===== config.mk =====
export PLATFORM = sky130hd
export DESIGN_NAME = rank_max_filter
export DESIGN_NICKNAME = d
export VERILOG_FILES = /design/src/rtl/rank_max_pkg.sv /design/src/rtl/rm_cmp_slice.sv /design/src/rtl/rm_sel_ctrl.sv /design/src/rtl/rm_slot.sv /design/src/rtl/rank_max_filter.sv
export SDC_FILE = /design/constraint.sdc
export NUM_CORES = 1
export LEC_CHECK = 0
export BUFFER_PORTS_ARGS = -buffer_cell sky130_fd_sc_hd__buf_2
export CAP_MARGIN = 40
export CORE_MARGIN = 10
export CORE_UTILIZATION = 30
export CTS_CLUSTER_SIZE = 14
export DETAILED_ROUTE_END_ITERATION = 7
export SYNTH_ARGS = -nofsm -noshare
export SYNTH_HDL_FRONTEND = slang
export SYNTH_SLANG_ARGS = --single-unit

===== constraint.sdc =====
create_clock -name clk_i -period 12.2 [get_ports clk_i]
set_input_delay 0 -clock clk_i [delete_from_list [all_inputs] [get_ports clk_i]]
set_output_delay 0 -clock clk_i [all_outputs]
set_load 0.05 [all_outputs]

===== src/rtl/rank_max_pkg.sv =====
package rank_max_pkg;
  typedef enum logic [1:0] {
    SEL_HOLD = 2'd0,
    SEL_NEW  = 2'd1,
    SEL_UP   = 2'd2,
    SEL_DOWN = 2'd3
  } slot_sel_e;
endpackage


===== src/rtl/rm_cmp_slice.sv =====
module rm_cmp_slice #(
  parameter int DATA_W = 8,
  parameter int AGE_W  = 4
) (
  input  logic [DATA_W-1:0] smp_i,
  input  logic [DATA_W-1:0] val_i,
  input  logic              vld_i,
  input  logic              clr_i,
  input  logic [AGE_W-1:0]  age_i,
  input  logic [AGE_W-1:0]  last_age_i,
  output logic              gt_o,
  output logic              evict_o
);
  logic live;
  assign live    = vld_i & ~clr_i;
  // empty slots rank below any sample; ties keep the older entry above
  assign gt_o    = ~live | (smp_i > val_i);
  assign evict_o = live & (age_i == last_age_i);
endmodule


===== src/rtl/rm_sel_ctrl.sv =====
module rm_sel_ctrl
  import rank_max_pkg::*;
#(
  parameter int NUM_SLOTS = 13
) (
  input  logic [NUM_SLOTS-1:0]            gt_i,
  input  logic [NUM_SLOTS-1:0]            evict_i,
  output slot_sel_e [NUM_SLOTS-1:0]       sel_o
);
  logic [NUM_SLOTS-1:0] ev_or;
  logic [NUM_SLOTS-1:0] gt_above;
  logic [NUM_SLOTS-1:0] gt_below;
  logic [NUM_SLOTS-1:0] ev_above;
  logic                 evict_high;

  always_comb begin
    logic run;
    run = 1'b0;
    for (int v = 0; v < NUM_SLOTS; v++) begin
      run      = run | evict_i[v];
      ev_or[v] = run;
    end
  end

  assign gt_above   = {gt_i[NUM_SLOTS-2:0], 1'b0};
  assign gt_below   = {1'b1, gt_i[NUM_SLOTS-1:1]};
  assign ev_above   = {ev_or[NUM_SLOTS-2:0], 1'b0};
  // expiring entry sits above the insertion point
  assign evict_high = |(evict_i & ~gt_i);

  always_comb begin
    for (int v = 0; v < NUM_SLOTS; v++) begin
      sel_o[v] = SEL_HOLD;
      if (!evict_high) begin
        if (gt_i[v] && !gt_above[v])        sel_o[v] = SEL_NEW;
        else if (gt_above[v] && !ev_above[v]) sel_o[v] = SEL_UP;
      end else begin
        if (!gt_i[v] && gt_below[v])        sel_o[v] = SEL_NEW;
        else if (ev_or[v] && !gt_below[v])  sel_o[v] = SEL_DOWN;
      end
    end
  end
endmodule


===== src/rtl/rm_slot.sv =====
module rm_slot
  import rank_max_pkg::*;
#(
  parameter int DATA_W = 8,
  parameter int AGE_W  = 4
) (
  input  logic              clk_i,
  input  logic              rst_ni,
  input  logic              step_i,
  input  logic              clr_i,
  input  slot_sel_e         sel_i,
  input  logic [DATA_W-1:0] new_val_i,
  input  logic [DATA_W-1:0] up_val_i,
  input  logic [AGE_W-1:0]  up_age_i,
  input  logic              up_vld_i,
  input  logic [DATA_W-1:0] dn_val_i,
  input  logic [AGE_W-1:0]  dn_age_i,
  input  logic              dn_vld_i,
  output logic [DATA_W-1:0] val_o,
  output logic [AGE_W-1:0]  age_o,
  output logic              vld_o
);
  localparam logic [AGE_W-1:0] AGE_SAT = {AGE_W{1'b1}};

  function automatic logic [AGE_W-1:0] age_inc(input logic [AGE_W-1:0] a);
    return (a == AGE_SAT) ? a : a + 1'b1;
  endfunction

  logic [DATA_W-1:0] nxt_val;
  logic [AGE_W-1:0]  nxt_age;
  logic              nxt_vld;

  always_comb begin
    nxt_val = val_o;
    nxt_age = age_inc(age_o);
    nxt_vld = vld_o & ~clr_i;
    unique case (sel_i)
      SEL_NEW: begin
        nxt_val = new_val_i;
        nxt_age = '0;
        nxt_vld = 1'b1;
      end
      SEL_UP: begin
        nxt_val = up_val_i;
        nxt_age = age_inc(up_age_i);
        nxt_vld = up_vld_i & ~clr_i;
      end
      SEL_DOWN: begin
        nxt_val = dn_val_i;
        nxt_age = age_inc(dn_age_i);
        nxt_vld = dn_vld_i & ~clr_i;
      end
      default: ;
    endcase
  end

  always_ff @(posedge clk_i or negedge rst_ni) begin
    if (!rst_ni) begin
      val_o <= '0;
      age_o <= AGE_SAT;
      vld_o <= 1'b0;
    end else if (step_i) begin
      val_o <= nxt_val;
      age_o <= nxt_vld ? nxt_age : AGE_SAT;
      vld_o <= nxt_vld;
    end else if (clr_i) begin
      age_o <= AGE_SAT;
      vld_o <= 1'b0;
    end
  end
endmodule


===== src/rtl/rank_max_filter.sv =====
module rank_max_filter
  import rank_max_pkg::*;
#(
  parameter  int DATA_W  = 8,
  parameter  int MAX_WIN = 13,
  localparam int KW      = $clog2(MAX_WIN + 1)
) (
  input  logic              clk_i,
  input  logic              rst_ni,
  input  logic              line_start_i,
  input  logic [KW-1:0]     win_k_i,
  input  logic              in_valid_i,
  input  logic [DATA_W-1:0] in_data_i,
  output logic              out_valid_o,
  output logic [DATA_W-1:0] out_data_o
);
  localparam int NS = MAX_WIN;

  logic [KW-1:0]     kin_clamp, kin_q, k_q, k_eff, last_age;
  logic [DATA_W-1:0] smp_q;
  logic              vld_q, sol_q;

  logic [NS-1:0][DATA_W-1:0] slot_val;
  logic [NS-1:0][KW-1:0]     slot_age;
  logic [NS-1:0]             slot_vld;
  logic [NS-1:0]             gt, evict;
  slot_sel_e [NS-1:0]        sel;

  always_comb begin
    if (win_k_i < KW'(2))            kin_clamp = KW'(2);
    else if (win_k_i > KW'(MAX_WIN)) kin_clamp = KW'(MAX_WIN);
    else                             kin_clamp = win_k_i;
  end

  // input stage: comparator operands registered
  always_ff @(posedge clk_i or negedge rst_ni) begin
    if (!rst_ni) begin
      vld_q <= 1'b0;
      sol_q <= 1'b0;
      smp_q <= '0;
      kin_q <= KW'(MAX_WIN);
    end else begin
      vld_q <= in_valid_i;
      sol_q <= line_start_i;
      if (in_valid_i)   smp_q <= in_data_i;
      if (line_start_i) kin_q <= kin_clamp;
    end
  end

  always_ff @(posedge clk_i or negedge rst_ni) begin
    if (!rst_ni) begin
      k_q         <= KW'(MAX_WIN);
      out_valid_o <= 1'b0;
    end else begin
      if (sol_q) k_q <= kin_q;
      out_valid_o <= vld_q;
    end
  end

  assign k_eff    = sol_q ? kin_q : k_q;
  assign last_age = k_eff - 1'b1;

  for (genvar v = 0; v < NS; v++) begin : g_cmp
    rm_cmp_slice #(.DATA_W(DATA_W), .AGE_W(KW)) u_cmp (
      .smp_i     (smp_q),
      .val_i     (slot_val[v]),
      .vld_i     (slot_vld[v]),
      .clr_i     (sol_q),
      .age_i     (slot_age[v]),
      .last_age_i(last_age),
      .gt_o      (gt[v]),
      .evict_o   (evict[v])
    );
  end

  rm_sel_ctrl #(.NUM_SLOTS(NS)) u_sel (
    .gt_i   (gt),
    .evict_i(evict),
    .sel_o  (sel)
  );

  for (genvar v = 0; v < NS; v++) begin : g_slot
    logic [DATA_W-1:0] up_val, dn_val;
    logic [KW-1:0]     up_age, dn_age;
    logic              up_vld, dn_vld;

    if (v == 0) begin : g_top
      assign up_val = '0;
      assign up_age = '1;
      assign up_vld = 1'b0;
    end else begin : g_mid_up
      assign up_val = slot_val[v-1];
      assign up_age = slot_age[v-1];
      assign up_vld = slot_vld[v-1];
    end

    if (v == NS - 1) begin : g_bot
      assign dn_val = '0;
      assign dn_age = '1;
      assign dn_vld = 1'b0;
    end else begin : g_mid_dn
      assign dn_val = slot_val[v+1];
      assign dn_age = slot_age[v+1];
      assign dn_vld = slot_vld[v+1];
    end

    rm_slot #(.DATA_W(DATA_W), .AGE_W(KW)) u_slot (
      .clk_i    (clk_i),
      .rst_ni   (rst_ni),
      .step_i   (vld_q),
      .clr_i    (sol_q),
      .sel_i    (sel[v]),
      .new_val_i(smp_q),
      .up_val_i (up_val),
      .up_age_i (up_age),
      .up_vld_i (up_vld),
      .dn_val_i (dn_val),
      .dn_age_i (dn_age),
      .dn_vld_i (dn_vld),
      .val_o    (slot_val[v]),
      .age_o    (slot_age[v]),
      .vld_o    (slot_vld[v])
    );
  end

  assign out_data_o = slot_val[0];
endmodule


==> summary.md <==
| Metric | Value |
|---|---|
| Status | `completed` |
| Placed cells | `2377` |
| Slowest Stage Delay on Critical Path | `720 ps` |
| Async S/R FF share, synth | `100%` |
| Ports | `25` |
| Yosys cell types | `104` |
| Final period util | `48.4%` |
| Clock Skews | `15.1 ps` |
| EDFF count, synth | `0` |
| Fin. max-slew vios | `0` |
| Initial Util | `30.4%` |
| WL/cell | `21.1 um` |
| Synth Area in Adders | `9.40%` |
| CP delay by family, top | `simple AND/OR/NAND/NOR gates` |
| Drt initial violations | `1294` |
| Max_cap viols | `0` |
| Drt pass-1 iters | `5` |
| Synth Register Bits | `188` |
| Vias per cell | `5.81` |
| CP startpoint kind | `flip-flop` |
| Synth Area in XOR/XNOR | `5.01%` |
| Clk_lat worst skew | `480 ps` |
| Total GRT Usage | `16.1%` |
| Top FF cell, synth | `dfrtp_1` |
| Die X | `249 um` |
| Hold Violations, Final | `0` |
| Post-Syn Area | `15700 um^2` |
| Largest family of logic cells by synthesized area | `compound AO/OA/AOI/OAI gates` |
| CTS tree | `built` |
| Port-buffer cells | `24` |
| Total grt overflow | `0` |
| # diodes | `0` |
| Syn_nets | `1858` |
| Synth Area in Compound Gates | `21.6%` |
| Layout Nets | `1879` |
| Area delta synth->final | `10.7%` |
| Final wirelength | `51600 um` |
| Max VDD drop | `0.000110 V` |
| Critical path required time | `12550 ps` |
| Highest clock rate | `170 MHz` |
| Die Height | `249 um` |
| Crit path max fanout | `31` |
| Routability-driven placement congestion ratio | `0.903` |
| Yosys top cell by area | `dfrtp_1` |
| Setup-failing EPs final | `0` |
| Area after DPL | `16500 um^2` |
| Drc violations | `0` |
| Core Region | `51600 um^2` |
| YS warnings | `0` |
| Worst path cell trace | `buf_4 > mux2i_4 > ha_1 > xor2_1 > nand3_1 > nor3_1 > a221o_1 > or4_1 > buf_4 > nor2_4 > nand3_1 > mux2_2 > mux2_2` |
| Largest net degree at the start of global routing | `76` |
| Crit Path Category | `reg2reg` |
| Worst hold path class | `in2reg` |
| Mean Syn Cell Area | `9.11 um^2` |
| Crit path DAT | `6250 ps` |
| Setup TNS | `0 ps` |
| CTS Buf Count | `17` |
| Relative slew slack | `38.9%` |
| CP Capture Type | `flip-flop` |
| Root buffer cell | `clkbuf_16` |
| Cells after Synth | `1724` |
| Final Critical Period | `5900 ps` |
| Total number of vias | `14.2k` |
| Clock sinks | `188` |
| Final Non-Filler Cells | `2438` |
| Top cell type's share of synthesized area | `20.7%` |
| Sequential area share after synthesis | `30.4%` |
| Number of cell rows | `83` |
| Tightest Pin Transition | `916 ps` |
| Pleak | `7.75 nW` |
| Area share of and/or/nand/nor cells after synthesis | `15.3%` |
| Remaining antenna violation count after routing | `0` |
| RSZ-0062 raised after global routing | `false` |
| Share of layout cells above drive strength 1 | `13.1%` |
| Layout fillers | `5304` |
| Clk buf depth | `2` |
| Vias in the first global route | `14.0k` |
| Cell Pwr Density | `199 nW/um^2` |
| Crit path max-delay cell type | `mux2i_4` |
| Mux cell area share after synthesis | `12.4%` |
| CTS H-tree depth | `4` |
| Clk slew on worst S/H paths | `80 ps` |
| Top post-synthesis cells by area | `dfrtp_1, mux2i_1, dfstp_2` |
| Final Cell Area | `17400 um^2` |
| WP buf/inv | `2` |
| First-pass GRT wire length | `81000 um` |
| Hold slack final | `84.3 ps` |
| Initial antenna violation count | `0` |
| Power Total | `3.47 mW` |
| Die ar. | `61900 um^2` |
| DP HPWL | `38100 um` |
==> state kept, by name, indices dropped and copies added (netlist names) <==
signal / cells
smp_q: 8
vld_q: 1
kin_q: 4
out_valid_o: 1
sol_q: 1
k_q: 4
g_slot.u_slot.val_o: 104
g_slot.u_slot.age_o: 52
g_slot.u_slot.vld_o: 13
==> worst paths after layout <==
path                                             start                          to  slack [ps]  cells past startpoint
worst min register to register  g_slot[7].u_slot.vld_o      g_slot[7].u_slot.vld_o         480                      1
min in group asynchronous                       rst_ni   g_slot[4].u_slot.val_o[4]          90                      2
worst min-delay path                        win_k_i[0]                    kin_q[0]          80                      4
worst max-delay path                             sol_q  g_slot[12].u_slot.val_o[0]        6300                     13
worst max register to register                   sol_q  g_slot[12].u_slot.val_o[0]        6300                     13
max in group asynchronous                       rst_ni  g_slot[11].u_slot.age_o[3]       10310                      5
==> cells by family after synthesis <==
family                   count (synthesis)
AND/OR/NAND/NOR                        473
AO/OA/AOI/OAI                          471
buffers and inverters                  214
multiplexers                           188
flip-flops                             188
adder cells (fa/ha/maj)                118
XOR/XNOR                                72
==> layout make-up <==
cell class	instances	area [um^2]	area share [%]
flip-flops and latches	188	4780	27.5
inverters	132	495	2.85
clock buffers	18	439	2.53
well taps	680	851	4.89
repair buffers	84	679	3.91
clock inverters	14	136	0.784
multi-input cells	1322	10000	57.6
==> where the power goes <==
group	leakage [nW]	switching (mW)	internal, mW
sequential	2.18	0.238	0.847
combinational	5.30	1.09	0.732
clock	0.273	0.290	0.275
total	7.75	1.62	1.85
==> cells in the mapped netlist (10+ instances only) <==
cell type,instances
a211oi_1,10
a21o_1,36
a21oi_1,92
a221oi_1,21
a31oi_1,26
and3_1,18
buf_2,21
clkbuf_1,40
dfrtp_1,130
dfstp_2,58
ha_1,118
inv_1,132
mux2_2,15
mux2i_1,164
nand2_1,98
nand2b_1,19
nand3_1,82
nand4_1,27
nor2_1,110
nor2b_1,13
nor3_1,35
o21ai_0,78
o221ai_1,30
o22a_1,16
o22ai_1,28
or3_1,12
xnor2_1,37
xnor3_1,10
xor2_1,24
==> cells in the final DEF (no fill, tap or decap), types with 8 or more instances in the layout <==
| master | count |
|---|---|
| mux2i_1 | 164 |
| inv_1 | 132 |
| dfrtp_1 | 129 |
| ha_1 | 118 |
| nor2_1 | 110 |
| nand2_1 | 98 |
| a21oi_1 | 92 |
| nand3_1 | 82 |
| o21ai_0 | 78 |
| dfstp_2 | 58 |
| xnor2_1 | 37 |
| a21o_1 | 36 |
| nor3_1 | 35 |
| o221ai_1 | 30 |
| dlygate4sd3_1 | 29 |
| o22ai_1 | 28 |
| buf_4 | 28 |
| nand4_1 | 27 |
| a31oi_1 | 26 |
| xor2_1 | 24 |
| buf_2 | 23 |
| a221oi_1 | 21 |
| nand2b_1 | 19 |
| and3_1 | 18 |
| clkbuf_16 | 17 |
| o22a_1 | 16 |
| mux2_2 | 15 |
| nor2b_1 | 13 |
| or3_1 | 12 |
| xnor3_1 | 10 |
| a211oi_1 | 10 |
| o31a_1 | 9 |
| nand3b_1 | 8 |
| o211ai_1 | 8 |
==> routing by layer <==
metal	track usage, %	share of wire, %	wire length, um	up-vias
met5	0	0	0	-
met4	6.32	2.7	1390	0
met3	1.69	6.1	3170	86
met2	25.3	45	23400	557
met1	22.1	46	23500	7063
li1	-	-	-	6467
==> repair_timing <==
action | CTS | global route
resized for setup | 0 | 0
hold buffers | 29 | 0
endpoints found under the hold margin | 88 | 0
setup buffers | 0 | 0
==> tightest hold or removal path, delay by kind of cell <==
| family | cells | cell delay, ps |
|---|---|---|
| buffers and inverters | 1 | 100 |
| AO/OA/AOI/OAI | 2 | 180 |
| multiplexers | 1 | 270 |
==> stage by stage <==
| stage | setup WS, ps | utilization (%) |
|---|---|---|
| final | 6300 | 33.7 |
| after global routing | 6050 | 33.7 |
| after CTS | 6270 | 33.7 |
| after detailed placement | 6280 | 32.0 |
| after global placement | 6390 | 31.9 |
| after floorplan | 7590 | - |
Power figures use the tool's default switching activity.
